===== src/rtl/ebi_pkg.sv =====
`timescale 1ns/1ps
package ebi_pkg;

  typedef enum logic [2:0] {
    PH_IDLE  = 3'd0,
    PH_ADDR  = 3'd1,
    PH_SETUP = 3'd2,
    PH_DATA  = 3'd3,
    PH_DONE  = 3'd4
  } ebi_phase_e;

  // phases in which the shared pins may carry address or data
  function automatic logic ebi_in_cycle(input ebi_phase_e ph);
    return (ph == PH_ADDR) || (ph == PH_SETUP) || (ph == PH_DATA);
  endfunction

  // phases in which a multiplexed bus still shows address
  function automatic logic ebi_addr_window(input ebi_phase_e ph);
    return (ph == PH_ADDR) || (ph == PH_SETUP);
  endfunction

  function automatic int ebi_max3(input int a, input int b, input int c);
    int m;
    m = a;
    if (b > m) m = b;
    if (c > m) m = c;
    return m;
  endfunction

endpackage


===== src/rtl/ebi_sequencer.sv =====
`timescale 1ns/1ps
module ebi_sequencer
  import ebi_pkg::*;
#(
  parameter int ADDR_CYC  = 1,
  parameter int SETUP_CYC = 1,
  parameter int DATA_CYC  = 2
) (
  input  logic       clk,
  input  logic       rst_n,
  input  logic       req_valid,
  output ebi_phase_e phase,
  output logic       accept,
  output logic       data_last,
  output logic       idle
);

  localparam int LONGEST = ebi_max3(ADDR_CYC, SETUP_CYC, DATA_CYC);
  localparam int CNT_W   = (LONGEST > 1) ? $clog2(LONGEST) : 1;
  localparam logic [CNT_W-1:0] A_LAST = CNT_W'(ADDR_CYC - 1);
  localparam logic [CNT_W-1:0] S_LAST = CNT_W'(SETUP_CYC - 1);
  localparam logic [CNT_W-1:0] D_LAST = CNT_W'(DATA_CYC - 1);

  ebi_phase_e       ph_q;
  logic [CNT_W-1:0] cnt_q;
  logic [CNT_W-1:0] limit;
  logic             ph_end;

  always_comb begin
    case (ph_q)
      PH_ADDR:  limit = A_LAST;
      PH_SETUP: limit = S_LAST;
      PH_DATA:  limit = D_LAST;
      default:  limit = '0;
    endcase
  end

  assign ph_end    = (cnt_q == limit);
  assign idle      = (ph_q == PH_IDLE);
  assign accept    = idle && req_valid;
  assign data_last = (ph_q == PH_DATA) && ph_end;
  assign phase     = ph_q;

  always_ff @(posedge clk or negedge rst_n) begin
    if (!rst_n) begin
      ph_q  <= PH_IDLE;
      cnt_q <= '0;
    end else begin
      case (ph_q)
        PH_IDLE: begin
          cnt_q <= '0;
          if (req_valid) ph_q <= PH_ADDR;
        end
        PH_ADDR: begin
          if (ph_end) begin
            ph_q  <= PH_SETUP;
            cnt_q <= '0;
          end else begin
            cnt_q <= cnt_q + 1'b1;
          end
        end
        PH_SETUP: begin
          if (ph_end) begin
            ph_q  <= PH_DATA;
            cnt_q <= '0;
          end else begin
            cnt_q <= cnt_q + 1'b1;
          end
        end
        PH_DATA: begin
          if (ph_end) begin
            ph_q  <= PH_DONE;
            cnt_q <= '0;
          end else begin
            cnt_q <= cnt_q + 1'b1;
          end
        end
        default: begin
          ph_q  <= PH_IDLE;
          cnt_q <= '0;
        end
      endcase
    end
  end

endmodule


===== src/rtl/ebi_request_regs.sv =====
`timescale 1ns/1ps
module ebi_request_regs #(
  parameter int ADDR_W = 24,
  parameter int EXT_AW = 20,
  parameter int DATA_W = 16
) (
  input  logic              clk,
  input  logic              rst_n,
  input  logic              accept,
  input  logic              req_write,
  input  logic [ADDR_W-1:0] req_addr,
  input  logic [DATA_W-1:0] req_wdata,
  output logic              wr_q,
  output logic [EXT_AW-1:0] addr_q,
  output logic [DATA_W-1:0] wdata_q
);

  always_ff @(posedge clk or negedge rst_n) begin
    if (!rst_n) begin
      wr_q    <= 1'b0;
      addr_q  <= '0;
      wdata_q <= '0;
    end else if (accept) begin
      wr_q    <= req_write;
      addr_q  <= req_addr[EXT_AW-1:0];
      wdata_q <= req_wdata;
    end
  end

endmodule


===== src/rtl/ebi_pin_mux.sv =====
`timescale 1ns/1ps
module ebi_pin_mux
  import ebi_pkg::*;
#(
  parameter int DATA_W = 16
) (
  input  ebi_phase_e        phase,
  input  logic              cfg_bus16,
  input  logic              cfg_demux,
  input  logic              wr,
  input  logic [DATA_W-1:0] addr_lo16,
  input  logic [DATA_W-1:0] wdata,
  output logic [DATA_W-1:0] ad_out,
  output logic              oe_hi,
  output logic              oe_lo,
  output logic              ale
);

  localparam int LANE_W = DATA_W / 2;

  logic              act;
  logic              awin;
  logic [LANE_W-1:0] hi_val, lo_val;

  assign act  = ebi_in_cycle(phase);
  assign awin = ebi_addr_window(phase);
  assign ale  = (phase == PH_ADDR);

  always_comb begin
    oe_hi  = 1'b0;
    oe_lo  = 1'b0;
    hi_val = '0;
    lo_val = '0;
    if (act) begin
      if (!cfg_demux) begin
        if (cfg_bus16) begin
          if (awin) begin
            oe_hi  = 1'b1;
            oe_lo  = 1'b1;
            hi_val = addr_lo16[DATA_W-1:LANE_W];
            lo_val = addr_lo16[LANE_W-1:0];
          end else if (wr) begin
            oe_hi  = 1'b1;
            oe_lo  = 1'b1;
            hi_val = wdata[DATA_W-1:LANE_W];
            lo_val = wdata[LANE_W-1:0];
          end
        end else begin
          oe_hi  = 1'b1;
          hi_val = addr_lo16[DATA_W-1:LANE_W];
          if (awin) begin
            oe_lo  = 1'b1;
            lo_val = addr_lo16[LANE_W-1:0];
          end else if (wr) begin
            oe_lo  = 1'b1;
            lo_val = wdata[LANE_W-1:0];
          end
        end
      end else begin
        if (cfg_bus16) begin
          if (wr) begin
            oe_hi  = 1'b1;
            oe_lo  = 1'b1;
            hi_val = wdata[DATA_W-1:LANE_W];
            lo_val = wdata[LANE_W-1:0];
          end
        end else begin
          oe_hi  = 1'b1;
          hi_val = wdata[DATA_W-1:LANE_W];
          if (wr) begin
            oe_lo  = 1'b1;
            lo_val = wdata[LANE_W-1:0];
          end
        end
      end
    end
  end

  assign ad_out = {hi_val, lo_val};

endmodule


===== src/rtl/ebi_read_capture.sv =====
`timescale 1ns/1ps
module ebi_read_capture #(
  parameter int DATA_W = 16
) (
  input  logic              clk,
  input  logic              rst_n,
  input  logic              capture,
  input  logic              cfg_bus16,
  input  logic [DATA_W-1:0] ad_in,
  output logic [DATA_W-1:0] rdata
);

  localparam int LANE_W = DATA_W / 2;

  function automatic logic [DATA_W-1:0] assemble(input logic wide,
                                                 input logic [DATA_W-1:0] din);
    logic [DATA_W-1:0] w;
    w = din;
    if (!wide) w[DATA_W-1:LANE_W] = '0;
    return w;
  endfunction

  always_ff @(posedge clk or negedge rst_n) begin
    if (!rst_n)       rdata <= '0;
    else if (capture) rdata <= assemble(cfg_bus16, ad_in);
  end

endmodule


===== src/rtl/ext_bus_engine.sv =====
`timescale 1ns/1ps
module ext_bus_engine
  import ebi_pkg::*;
#(
  parameter int ADDR_W    = 24,
  parameter int EXT_AW    = 20,
  parameter int DATA_W    = 16,
  parameter int ADDR_CYC  = 1,
  parameter int SETUP_CYC = 1,
  parameter int DATA_CYC  = 2
) (
  input  logic              clk,
  input  logic              rst_n,
  input  logic              cfg_bus16,
  input  logic              cfg_demux,
  input  logic              req_valid,
  input  logic              req_write,
  input  logic [ADDR_W-1:0] req_addr,
  input  logic [DATA_W-1:0] req_wdata,
  output logic              req_ready,
  output logic [DATA_W-1:0] rsp_rdata,
  output logic [EXT_AW-1:0] ext_addr,
  output logic [DATA_W-1:0] ad_out,
  output logic              ad_oe_hi,
  output logic              ad_oe_lo,
  input  logic [DATA_W-1:0] ad_in,
  output logic              ale
);

  ebi_phase_e        phase;
  logic              cyc_accept;
  logic              cyc_data_last;
  logic              cyc_idle;
  logic              cyc_read_data;
  logic              rd_capture;
  logic              wr_q;
  logic [EXT_AW-1:0] addr_q;
  logic [DATA_W-1:0] wdata_q;

  ebi_sequencer #(
    .ADDR_CYC (ADDR_CYC),
    .SETUP_CYC(SETUP_CYC),
    .DATA_CYC (DATA_CYC)
  ) u_seq (
    .clk      (clk),
    .rst_n    (rst_n),
    .req_valid(req_valid),
    .phase    (phase),
    .accept   (cyc_accept),
    .data_last(cyc_data_last),
    .idle     (cyc_idle)
  );

  ebi_request_regs #(
    .ADDR_W(ADDR_W),
    .EXT_AW(EXT_AW),
    .DATA_W(DATA_W)
  ) u_req (
    .clk      (clk),
    .rst_n    (rst_n),
    .accept   (cyc_accept),
    .req_write(req_write),
    .req_addr (req_addr),
    .req_wdata(req_wdata),
    .wr_q     (wr_q),
    .addr_q   (addr_q),
    .wdata_q  (wdata_q)
  );

  ebi_pin_mux #(
    .DATA_W(DATA_W)
  ) u_mux (
    .phase    (phase),
    .cfg_bus16(cfg_bus16),
    .cfg_demux(cfg_demux),
    .wr       (wr_q),
    .addr_lo16(addr_q[DATA_W-1:0]),
    .wdata    (wdata_q),
    .ad_out   (ad_out),
    .oe_hi    (ad_oe_hi),
    .oe_lo    (ad_oe_lo),
    .ale      (ale)
  );

  assign rd_capture    = cyc_data_last && !wr_q;
  assign cyc_read_data = (phase == PH_DATA) && !wr_q;

  ebi_read_capture #(
    .DATA_W(DATA_W)
  ) u_rd (
    .clk      (clk),
    .rst_n    (rst_n),
    .capture  (rd_capture),
    .cfg_bus16(cfg_bus16),
    .ad_in    (ad_in),
    .rdata    (rsp_rdata)
  );

  assign ext_addr  = addr_q;
  assign req_ready = (phase == PH_DONE);

endmodule


===== config.mk =====
export PLATFORM = sky130hd
export DESIGN_NAME = ext_bus_engine
export DESIGN_NICKNAME = d
export VERILOG_FILES = /design/src/rtl/ebi_pkg.sv /design/src/rtl/ebi_sequencer.sv /design/src/rtl/ebi_request_regs.sv /design/src/rtl/ebi_pin_mux.sv /design/src/rtl/ebi_read_capture.sv /design/src/rtl/ext_bus_engine.sv
export SDC_FILE = /design/constraint.sdc
export NUM_CORES = 1
export LEC_CHECK = 0
export BUFFER_PORTS_ARGS = -buffer_cell sky130_fd_sc_hd__buf_2
export CAP_MARGIN = 20
export CORE_ASPECT_RATIO = 1.4
export CORE_UTILIZATION = 42
export DETAILED_ROUTE_END_ITERATION = 10
export PLACE_DENSITY = 0.75
export SYNTH_ARGS = -nofsm -noshare
export SYNTH_HDL_FRONTEND = slang
export SYNTH_SLANG_ARGS = --single-unit

===== constraint.sdc =====
create_clock -name clk -period 2.05 [get_ports clk]
set_clock_uncertainty 0.2 [all_clocks]
set_input_delay 0.41 -clock clk [delete_from_list [all_inputs] [get_ports clk]]
set_output_delay 0.41 -clock clk [all_outputs]
set_load 0.05 [all_outputs]

==> out/qor.yml <==
cts_buffers: 9
final.setup.tns_ns: -5.04
crit_chain: "o21ba_2 > and3_1 > mux2_4 > buf_4"
pre_cts_ws_ns: -0.223
start_util_pct: 44.3
reg2reg_to: "u_req.addr_q[9]$_DFFE_PN0P_"
diodes: 0
coreArea_um2: 5990
ys_ff_latch: 57
r2r-start: "u_seq.phase[2]$_DFFE_PN0P_"
synth_fp_nets: 276
drive_above_1_share_pct: 63.2
crit_arrival_ns: 1.77
path_clk_slew_ns: 0.07
worstMarginPinSlew_ns: 0.321
hold_end: "u_req.wdata_q[14]$_DFFE_PN0P_"
overflow: 0
yosysSeqAreaShare_pct: 53.7
hp-start: "req_wdata[14]"
ys_types: 33
dr.first_iter.drc_count: 118
critical_path.startpoint_type: "flop"
grt_max_degree: 58
maxCapViolations: 0
portBuffers: 113
area_delta_synth_final_pct: 52.5
worstPathMaxFanout: 12
grt_pass1_wl_um: 9900
clockRootBuffer: "clkbuf_8"
status: "finished, violations left"
via_count: 2106
hpwl_um: 4280
holdWs_ns: 0.0911
wl_um: 6210
max_stage_delay_ns: 0.45
hold_depth: 2
wl_per_cell_um: 14.7
ant_nets: 0
die_area_um2: 6640
finalHoldViolCount: 0
ios: 118
max_slew_margin_pct: 78.6
gp_congestion: 0.768
fin_cells: 423
cts-htree-levels: 3
cts_tree: "done"
ys_warn_count: 0
min_period_over_period_pct: 116
layout_common_cells: "buf_2 (93), dfrtp_1 (55), mux2_2 (39)"
reg2regPathDepth: 5
syn-instance-count: 211
die_y_um: 96.1
clock_path_buffers: 2
remaining_drc_errors: 0
crit_type: "flop to primary output"
worst_path_max_delay_cell: "dfrtp_2"
syn_area_um2: 2650
avgViaCountPerCell: 4.98
dp_cells: 403
grt_pass1_vias: 2064
grt_antenna_before_repair: 0
clock_sinks: 57
rrSetupSlack_ns: 0.10
die_w_um: 69.2
grtUsageTotal_pct: 19.4
hold_class: "primary input to flop"
min_period_ns: 2.38
max_freq_mhz: 421
violations: "setup timing"
first_pass_iters: 4
rows: 33
setup_viol: 18
rsz0062_at_grt: "yes"
final_common_cell: "buf_2"
drv_slew: 0
worst_slack_ns: -0.325
clock_latency_ns: 0.33
worstPathRequired_ns: 1.44
end_kind: "primary output"
final_nets: 413
syn_avg_cell_area_um2: 12.6
## repair_timing
action                     4_1_cts  5_1_grt
setup buffers                    3        0
setup endpoints to repair       20       30
hold buffers                     1        0
gates resized for setup         39       10
hold endpoints to repair        57        0
pin swaps                        3        0
## layout make-up
type | instances | area, um2
Multi-Input combinational cell | 139 | 1330
Inverter | 2 | 7.51
Clock inverter | 7 | 119
Clock buffer | 9 | 124
Fill cell | 455 | 1940
Sequential cell | 57 | 1430
Tap cell | 70 | 87.6
Timing Repair Buffer | 139 | 952
## routing by layer
| metal | up-vias | global-route usage, % | wire length, um |
|---|---|---|---|
| met5 | - | 0 | 0 |
| met4 | 0 | 9.18 | 94 |
| met3 | 8 | 3.87 | 314 |
| met2 | 72 | 34.6 | 3280 |
| met1 | 996 | 22.4 | 2510 |
| li1 | 1030 | - | - |
## cell families (layout without fill, tap and decap cells)
group / count (synthesis) / count (layout) / share of synthesized area, %
flip-flops: 57 / 57 / 53.7
XOR/XNOR: 1 / 1 / 0.330
AO/OA/AOI/OAI: 35 / 35 / 10.4
multiplexers: 48 / 48 / 20.4
AND/OR/NAND/NOR: 52 / 52 / 10.7
adder cells (fa/ha/maj): 3 / 3 / 1.41
buffers and inverters: 15 / 157 / 2.97
## worst max-delay path: cells and delay by family, from the launching register on
kind / cells / cell delay [ns]
AO/OA/AOI/OAI: 1 / 0.32
AND/OR/NAND/NOR: 1 / 0.22
buffers and inverters: 1 / 0.19
flip-flops: 1 / 0.45
multiplexers: 1 / 0.26
## worst max path at each step
| stage | startpoint | end | cells after the start |
|---|---|---|---|
| floorplan | u_seq.phase[0]$_DFFE_PN0P_ | ad_out[9] | 5 |
| global placement | cfg_demux | ad_out[9] | 5 |
| detailed placement | cfg_bus16 | ad_out[15] | 6 |
| CTS | u_seq.phase[0]$_DFFE_PN0P_ | ad_out[5] | 4 |
| global route | u_seq.phase[0]$_DFFE_PN0P_ | ad_out[15] | 6 |
| finish | u_seq.phase[0]$_DFFE_PN0P_ | ad_out[1] | 4 |
## flip-flops by register name, indices dropped and copies added (netlist names)
register and flops:
u_req.addr_q 20, u_rd.rdata 16, u_req.wdata_q 16, u_seq.phase 3
u_req.wr_q 1, u_seq.cnt_q 1
## cell usage after synthesis
master     instances  area share (%)
dfrtp_1           57              54
nand4bb_1          1            0.42
a22o_1             5             1.7
inv_1              2            0.28
nand3_1            8             1.5
nor3_4             1            0.61
a2111oi_4          1             1.0
a2bb2oi_1          1            0.33
o2bb2ai_1          8             2.6
a21o_1             2            0.57
nor3b_1            2            0.57
a211oi_2           1            0.47
nor2b_1            1            0.24
o31ai_1            1            0.28
ha_1               3             1.4
o21ai_1            1            0.19
nand2b_1          10             2.4
mux2_1             6             2.5
and3_1             3            0.71
mux2_2            42              18
xnor2_1            1            0.33
nand3b_1           1            0.28
buf_2              6             1.1
o21ba_2            1            0.38
buf_4              4             1.1
nor2_1             3            0.42
clkbuf_1           3            0.42
o21ai_0           10             1.9
nor4b_2            1            0.57
a21boi_2           1            0.42
and2_1             1            0.24
nand2_1           20             2.8
a21oi_1            3            0.57
## stage by stage
stage               cell area [um2]  utilization [%]
floorplan                      2770                -
global placement               3580             59.8
detailed placement             3580             59.8
CTS                            4010             67.0
global route                   4050             67.6
finish                         4050             67.6
Power is not shown: default switching activity piles up to over one toggle a cycle in this logic, so the estimate is an artifact.
